**config.mk**
```make
export PLATFORM = sky130hd
export DESIGN_NAME = chan_hs_ctrl
export DESIGN_NICKNAME = d
export VERILOG_FILES = /design/src/rtl/chan_hs_pkg.sv /design/src/rtl/word_tracker.sv /design/src/rtl/rx_ctrl.sv /design/src/rtl/tx_ctrl.sv /design/src/rtl/chan_hs_ctrl.sv
export SDC_FILE = /design/constraint.sdc
export NUM_CORES = 1
export LEC_CHECK = 0
export BUFFER_PORTS_ARGS = -buffer_cell sky130_fd_sc_hd__buf_4
export CAP_MARGIN = 25
export CORE_AREA = 10 10 146 148
export CTS_CLUSTER_DIAMETER = 100
export DETAILED_ROUTE_END_ITERATION = 12
export DIE_AREA = 0 0 156 158
export HOLD_SLACK_MARGIN = 0.08
export PLACE_DENSITY = 0.8
export SLEW_MARGIN = 20
export SYNTH_ARGS = -nofsm -noshare
export SYNTH_HDL_FRONTEND = slang
export SYNTH_SLANG_ARGS = --single-unit
```
**constraint.sdc**
```tcl
create_clock -name clk -period 5.56 [get_ports clk]
set_input_delay 0.278 -clock clk [delete_from_list [all_inputs] [get_ports clk]]
set_output_delay 0.278 -clock clk [all_outputs]
set_load 0.005 [all_outputs]
```
**src/rtl/chan_hs_pkg.sv**
```systemverilog
package chan_hs_pkg;
    localparam int LEN_W  = 32;
    localparam int OFF_W  = 31;
    localparam int WORD_W = 32;

    typedef struct packed {
        logic [LEN_W-1:0] len;
        logic [OFF_W-1:0] off;
        logic             last;
    } xfer_meta_t;

    typedef enum logic [1:0] {RX_IDLE, RX_OFFER, RX_STREAM} rx_state_e;
    typedef enum logic [1:0] {TX_IDLE, TX_ACK, TX_DRAIN} tx_state_e;

    function automatic int unsigned words_per_beat(input int unsigned dw);
        return dw / WORD_W;
    endfunction

    function automatic bit width_ok(input int unsigned dw);
        return (dw == 32) || (dw == 64) || (dw == 128);
    endfunction
endpackage

```
**src/rtl/word_tracker.sv**
```systemverilog
module word_tracker
    import chan_hs_pkg::*;
#(
    parameter int unsigned WPB = 1
) (
    input  logic             clk,
    input  logic             rst,
    input  logic             load,
    input  logic [LEN_W-1:0] load_len,
    input  logic             beat,
    output logic             final_beat,
    output logic             empty
);
    localparam logic [LEN_W-1:0] WPB_L = LEN_W'(WPB);

    logic [LEN_W-1:0] remain_q;
    logic [LEN_W-1:0] remain_after;

    generate
        if (WPB == 1) begin : g_single
            assign remain_after = remain_q - 1'b1;
            assign final_beat   = (remain_q == WPB_L);
        end else begin : g_multi
            assign remain_after = (remain_q <= WPB_L) ? '0 : remain_q - WPB_L;
            assign final_beat   = (remain_q <= WPB_L);
        end
    endgenerate

    assign empty = (remain_q == '0);

    always_ff @(posedge clk) begin
        if (rst)       remain_q <= '0;
        else if (load) remain_q <= load_len;
        else if (beat) remain_q <= remain_after;
    end

    // a beat is only ever taken while words remain
    p_beat_has_words_r10: assert property (@(posedge clk) disable iff (rst)
        beat |-> !empty);
endmodule

```
**src/rtl/rx_ctrl.sv**
```systemverilog
module rx_ctrl
    import chan_hs_pkg::*;
#(
    parameter int unsigned DATA_W = 32,
    parameter int unsigned WPB    = 1
) (
    input  logic              clk,
    input  logic              rst,
    input  logic              in_hdr_valid,
    output logic              in_hdr_ready,
    input  xfer_meta_t        in_meta,
    input  logic [DATA_W-1:0] in_data,
    input  logic              in_valid,
    output logic              in_ready,
    output logic              rx_req,
    input  logic              rx_ack,
    output xfer_meta_t        rx_meta,
    output logic [DATA_W-1:0] rx_data,
    output logic              rx_data_valid,
    input  logic              rx_data_ren
);
    rx_state_e  state_q, state_d;
    xfer_meta_t meta_q;
    logic       take_hdr, streaming, beat, final_beat, empty;

    assign in_hdr_ready  = (state_q == RX_IDLE);
    assign take_hdr      = in_hdr_ready && in_hdr_valid;
    assign streaming     = (state_q == RX_STREAM);
    assign rx_req        = (state_q != RX_IDLE);
    assign rx_meta       = meta_q;
    assign rx_data       = in_data;
    assign rx_data_valid = streaming && in_valid;
    assign in_ready      = streaming && rx_data_ren;
    assign beat          = streaming && in_valid && rx_data_ren;

    word_tracker #(.WPB(WPB)) u_cnt (
        .clk(clk), .rst(rst), .load(take_hdr), .load_len(in_meta.len),
        .beat(beat), .final_beat(final_beat), .empty(empty)
    );

    always_comb begin
        state_d = state_q;
        unique case (state_q)
            RX_IDLE:   if (take_hdr) state_d = RX_OFFER;
            RX_OFFER:  if (rx_ack) state_d = empty ? RX_IDLE : RX_STREAM;
            RX_STREAM: if (beat && final_beat) state_d = RX_IDLE;
            default:   state_d = RX_IDLE;
        endcase
    end

    always_ff @(posedge clk) begin
        if (rst) begin
            state_q <= RX_IDLE;
            meta_q  <= '0;
        end else begin
            state_q <= state_d;
            if (take_hdr) meta_q <= in_meta;
        end
    end

    p_rx_valid_needs_req_r3: assert property (@(posedge clk) disable iff (rst)
        rx_data_valid |-> rx_req);
    p_in_ready_needs_req_r4: assert property (@(posedge clk) disable iff (rst)
        in_ready |-> rx_req);
    p_rx_meta_stable_r2: assert property (@(posedge clk) disable iff (rst)
        (rx_req && $past(rx_req)) |-> (rx_meta == $past(rx_meta)));
endmodule

```
**src/rtl/tx_ctrl.sv**
```systemverilog
module tx_ctrl
    import chan_hs_pkg::*;
#(
    parameter int unsigned DATA_W = 32,
    parameter int unsigned WPB    = 1
) (
    input  logic              clk,
    input  logic              rst,
    input  logic              tx_req,
    output logic              tx_ack,
    input  xfer_meta_t        tx_meta,
    input  logic [DATA_W-1:0] tx_data,
    input  logic              tx_data_valid,
    output logic              tx_data_ren,
    output logic              out_active,
    output xfer_meta_t        out_meta,
    output logic [DATA_W-1:0] out_data,
    output logic              out_valid,
    input  logic              out_ready
);
    tx_state_e  state_q, state_d;
    xfer_meta_t meta_q;
    logic       beat, final_beat, empty;

    assign tx_ack      = (state_q == TX_ACK);
    assign out_active  = (state_q == TX_DRAIN);
    assign out_meta    = meta_q;
    assign out_data    = tx_data;
    assign out_valid   = out_active && tx_data_valid;
    assign tx_data_ren = out_active && out_ready;
    assign beat        = out_active && tx_data_valid && out_ready;

    word_tracker #(.WPB(WPB)) u_cnt (
        .clk(clk), .rst(rst), .load(tx_ack), .load_len(tx_meta.len),
        .beat(beat), .final_beat(final_beat), .empty(empty)
    );

    always_comb begin
        state_d = state_q;
        unique case (state_q)
            TX_IDLE:  if (tx_req) state_d = TX_ACK;
            TX_ACK:   state_d = (tx_meta.len == '0) ? TX_IDLE : TX_DRAIN;
            TX_DRAIN: if (beat && final_beat) state_d = TX_IDLE;
            default:  state_d = TX_IDLE;
        endcase
    end

    always_ff @(posedge clk) begin
        if (rst) begin
            state_q <= TX_IDLE;
            meta_q  <= '0;
        end else begin
            state_q <= state_d;
            if (tx_ack) meta_q <= tx_meta;
        end
    end

    p_ack_single_r6: assert property (@(posedge clk) disable iff (rst)
        tx_ack |=> !tx_ack);
    p_ack_after_req_r6: assert property (@(posedge clk) disable iff (rst)
        tx_ack |-> $past(tx_req));
    p_no_ack_while_active_r9: assert property (@(posedge clk) disable iff (rst)
        out_active |-> !tx_ack);
    p_active_has_words_r9: assert property (@(posedge clk) disable iff (rst)
        out_active |-> !empty);
    p_out_meta_stable_r7: assert property (@(posedge clk) disable iff (rst)
        (out_active && $past(out_active)) |-> (out_meta == $past(out_meta)));
    p_out_valid_active_r8: assert property (@(posedge clk) disable iff (rst)
        out_valid |-> out_active);
endmodule

```
**src/rtl/chan_hs_ctrl.sv**
```systemverilog
module chan_hs_ctrl
    import chan_hs_pkg::*;
#(
    parameter int unsigned DATA_W = 32
) (
    input  logic              clk,
    input  logic              rst,
    input  logic              in_hdr_valid,
    output logic              in_hdr_ready,
    input  logic [31:0]       in_len,
    input  logic [30:0]       in_off,
    input  logic              in_last,
    input  logic [DATA_W-1:0] in_data,
    input  logic              in_valid,
    output logic              in_ready,
    output logic              rx_req,
    input  logic              rx_ack,
    output logic [31:0]       rx_len,
    output logic [30:0]       rx_off,
    output logic              rx_last,
    output logic [DATA_W-1:0] rx_data,
    output logic              rx_data_valid,
    input  logic              rx_data_ren,
    input  logic              tx_req,
    output logic              tx_ack,
    input  logic [31:0]       tx_len,
    input  logic [30:0]       tx_off,
    input  logic              tx_last,
    input  logic [DATA_W-1:0] tx_data,
    input  logic              tx_data_valid,
    output logic              tx_data_ren,
    output logic              out_active,
    output logic [31:0]       out_len,
    output logic [30:0]       out_off,
    output logic              out_last,
    output logic [DATA_W-1:0] out_data,
    output logic              out_valid,
    input  logic              out_ready
);
    localparam int unsigned WPB = words_per_beat(DATA_W);

    initial begin
        p_width_legal_r12: assert (width_ok(DATA_W))
            else $error("R12: DATA_W %0d not supported", DATA_W);
    end

    xfer_meta_t in_meta, rx_meta, tx_meta, out_meta;

    assign in_meta = '{len: in_len, off: in_off, last: in_last};
    assign tx_meta = '{len: tx_len, off: tx_off, last: tx_last};
    assign rx_len  = rx_meta.len;
    assign rx_off  = rx_meta.off;
    assign rx_last = rx_meta.last;
    assign out_len  = out_meta.len;
    assign out_off  = out_meta.off;
    assign out_last = out_meta.last;

    rx_ctrl #(.DATA_W(DATA_W), .WPB(WPB)) u_rx (
        .clk(clk), .rst(rst),
        .in_hdr_valid(in_hdr_valid), .in_hdr_ready(in_hdr_ready), .in_meta(in_meta),
        .in_data(in_data), .in_valid(in_valid), .in_ready(in_ready),
        .rx_req(rx_req), .rx_ack(rx_ack), .rx_meta(rx_meta),
        .rx_data(rx_data), .rx_data_valid(rx_data_valid), .rx_data_ren(rx_data_ren)
    );

    tx_ctrl #(.DATA_W(DATA_W), .WPB(WPB)) u_tx (
        .clk(clk), .rst(rst),
        .tx_req(tx_req), .tx_ack(tx_ack), .tx_meta(tx_meta),
        .tx_data(tx_data), .tx_data_valid(tx_data_valid), .tx_data_ren(tx_data_ren),
        .out_active(out_active), .out_meta(out_meta),
        .out_data(out_data), .out_valid(out_valid), .out_ready(out_ready)
    );
endmodule

```
==> metrics.json <==
{
  "outcome": "finished, final reports clean",
  "grt_pass1_vias": 8090,
  "cts_post_setup_buffers_inserted": 0,
  "critical_path_arrival_ns": 2.32,
  "gr-total-overflow": 0,
  "clk_sink_count": 196,
  "hpwl_mm": 18.46,
  "power-per-cell-area_nw_per_um2": 308.5,
  "grt_setup_unrepaired": "no",
  "synth.yosys.warnings": 0,
  "dpl.cell_count": 1469,
  "worst-endpoint-required_ns": 5.28,
  "max_clock_freq_ghz": 0.3847,
  "synth_top_area_share_pct": 45.38,
  "cts.htree.levels": 4,
  "number_of_input_and_output_port_buffers_inserted": 272,
  "setup_violations": 0,
  "finalWeightedCongestion": 0.8790,
  "hold_path_startpoint": "in_off[23]",
  "asyncSetResetFlopFracSynth_pct": 0,
  "synth.cells.most_frequent": "nand2_1, dfxtp_1, a21oi_1, buf_4, clkbuf_1",
  "number_of_enable_flip_flop_cells_after_synthesis": 0,
  "grt_max_degree": 132,
  "final_cell_count_no_fill": 1541,
  "final_nets": 1502,
  "critical_path.endpoint_type": "primary output",
  "worst-path-max-fanout": 92,
  "postSynth.topFlopCell": "dfxtp_1",
  "routed_wl_mm": 26.48,
  "startpoint_type": "register",
  "ys_ff_latch": 196,
  "worst_slew_margin_rel_pct": 33.80,
  "detail_route.first_pass.iterations": 5,
  "setup_total_negative_slack_ns": 0,
  "fp-row-count": 50,
  "tritoncts": "built",
  "remaining_drc_errors": 0,
  "initial_antenna_violation_count": 0,
  "synth.most_common_cell": "nand2_1",
  "num_io_pins": 401,
  "track_usage_pct": 20.42,
  "initial_utilization_pct": 46.85,
  "cts-root-to-sink-buffers": 2,
  "average_cell_area_after_synthesis_sq_um": 7.917,
  "dieWidth_um": 156,
  "final_critical_path_time_including_i_o_delays_and_setup_ns": 2.599,
  "netlist_top_cells_area": "dfxtp_1, nand2_1, a21oi_1",
  "post_route_antenna_net_violation_count": 0,
  "total_leakage_power_nw": 4.565,
  "die_y_um": 158,
  "inserted_diodes": 0,
  "netlist_area_sq_um": 8646,
  "clock-root-buffer": "clkbuf_16",
  "synth_top_cell_by_area": "dfxtp_1",
  "mappedNetlistNets": 1298,
  "netlist_instances": 1092,
  "grt_pass1_wl_mm": 41.52,
  "hold_viol": 0,
  "critPathKind": "register to primary output",
  "vias": 8367,
  "r2r-start": "u_tx.u_cnt.remain_q[2]",
  "maximum_capacitance_violations": 0,
  "final_slew_violations": 0,
  "ff2ff_setup_slack_ns": 2.97,
  "area_of_the_placeable_core_sq_um": 18460,
  "layout-drive-gt1-share_pct": 25.02,
  "min_path_type": "input port to register",
  "timing.critical_path.from": "u_tx.state_q[1]",
  "drt_first_iter_violations": 502,
  "post_cts.resized_instances": 0,
  "post_drt_via_cell_ratio": 5.430,
  "final_routed_wire_length_divided_by_cell_count_um": 17.18,
  "clock_latency_on_the_worst_skew_pair_ns": 0.43,
  "yosysSeqAreaShare_pct": 45.38,
  "worstMarginPinSlew_ns": 0.9930,
  "synth_cell_types": 62,
  "worst_setup_hold_path_clk_slew_ns": 0.07,
  "period_share_pct": 46.75,
  "die_ar_sq_um": 24650,
  "finalClockSkew_ns": 0.008207,
  "numCtsBuffers": 17,
  "ir_worst_vdd_mv": 0.2174,
  "areaGrowthSynthToFinish_pct": 29.88
}
[power breakdown]
group | total, mW | leakage [nW] | internal, mW | switching (mW)
Clock | 1.16 | 0.259 | 0.584 | 0.576
Combinational | 0.701 | 2.70 | 0.319 | 0.382
Sequential | 1.60 | 1.60 | 1.52 | 0.0867
Total | 3.46 | 4.57 | 2.42 | 1.05
[final cells by class]
cell class              count  area (sq um)
repair buffers            319          2504
multi-input cells         755          3940
clock buffers              17         425.4
inverters                   7         26.28
clock inverters            13         117.6
well taps                 234         292.8
fillers                  1641          7226
flip-flops and latches    196          3924
[placed cells by master (no fill, tap or decap), types with 5 or more instances in the layout]
master / count
nand2_1: 298
buf_4: 276
dfxtp_1: 196
a21oi_1: 151
dlygate4sd3_1: 42
nor2_1: 40
nor4_1: 30
a31oi_1: 24
nor3_1: 20
xnor2_1: 19
nand3_1: 17
clkbuf_16: 17
or3_1: 14
o21ai_0: 14
a211oi_1: 14
or4_1: 12
o211ai_1: 9
o311ai_0: 7
o31ai_1: 6
inv_1: 6
nand4_1: 5
and3_1: 5
ha_1: 5
[worst paths after layout]
kind / end / cells past startpoint
worst max-delay path: tx_ack / 5
worst min-delay path: u_rx.rx_meta[24] / 3
worst min register to register: u_tx.out_meta[22] / 2
worst max register to register: u_tx.u_cnt.remain_q[31] / 5
[flip-flops by register name (all words and copies together) (netlist names)]
signal	flops
u_tx.u_cnt.remain_q	32
u_rx.rx_meta	64
u_tx.out_meta	64
u_rx.u_cnt.remain_q	32
u_tx.state_q	2
u_rx.state_q	2
[per-stage QoR]
| step | setup WS, ns | area, sq um | hold WS, ns | power, mW | util [%] |
|---|---|---|---|---|---|
| final | 2.961 | 11230 | 0.09378 | 3.464 | 60.85 |
| after global routing | 2.712 | 11230 | 0.08909 | 3.640 | 60.85 |
| after CTS | 2.955 | 11230 | 0.08001 | 3.495 | 60.85 |
| after detailed placement | 3.077 | 10270 | 0.4469 | 2.310 | 55.63 |
| after global placement | 3.136 | 10270 | 0.4417 | 2.295 | 55.63 |
| after floorplan | 3.416 | 8646 | 0.3865 | 2.052 | - |
[critical path: stages (launching register included)]
cell	delay, ns
dfxtp_1	0.38
nand2b_2	0.14
buf_4	0.71
inv_2	0.03
buf_4	0.35
buf_4	0.24
[metal layers]
metal	wire length [um]	track usage [%]	up-vias
met2	12890	34.35	344
met4	536	7.374	0
met1	10550	23.25	3855
met5	0	0	-
li1	-	-	4114
met3	2497	7.653	54
[kinds of logic (layout without fill, tap and decap cells)]
family	after synthesis	count (layout)	synth area share, %
and+or+nand+nor	477	477	25.34
AOI/OAI and AO/OA	247	247	16.67
DFF	196	196	45.38
buffers and inverters	141	356	9.175
xor gates and xnor gates	22	22	2.229
adders and majority gates	5	5	0.7236
muxes	4	4	0.4776
[what timing repair did]
action / 4_1_cts / 5_1_grt
hold endpoints to repair: 42 / 0
setup endpoints to repair: 0 / 0
hold buffers: 42 / 0
Note: power is estimated with default switching activity, not from simulation.
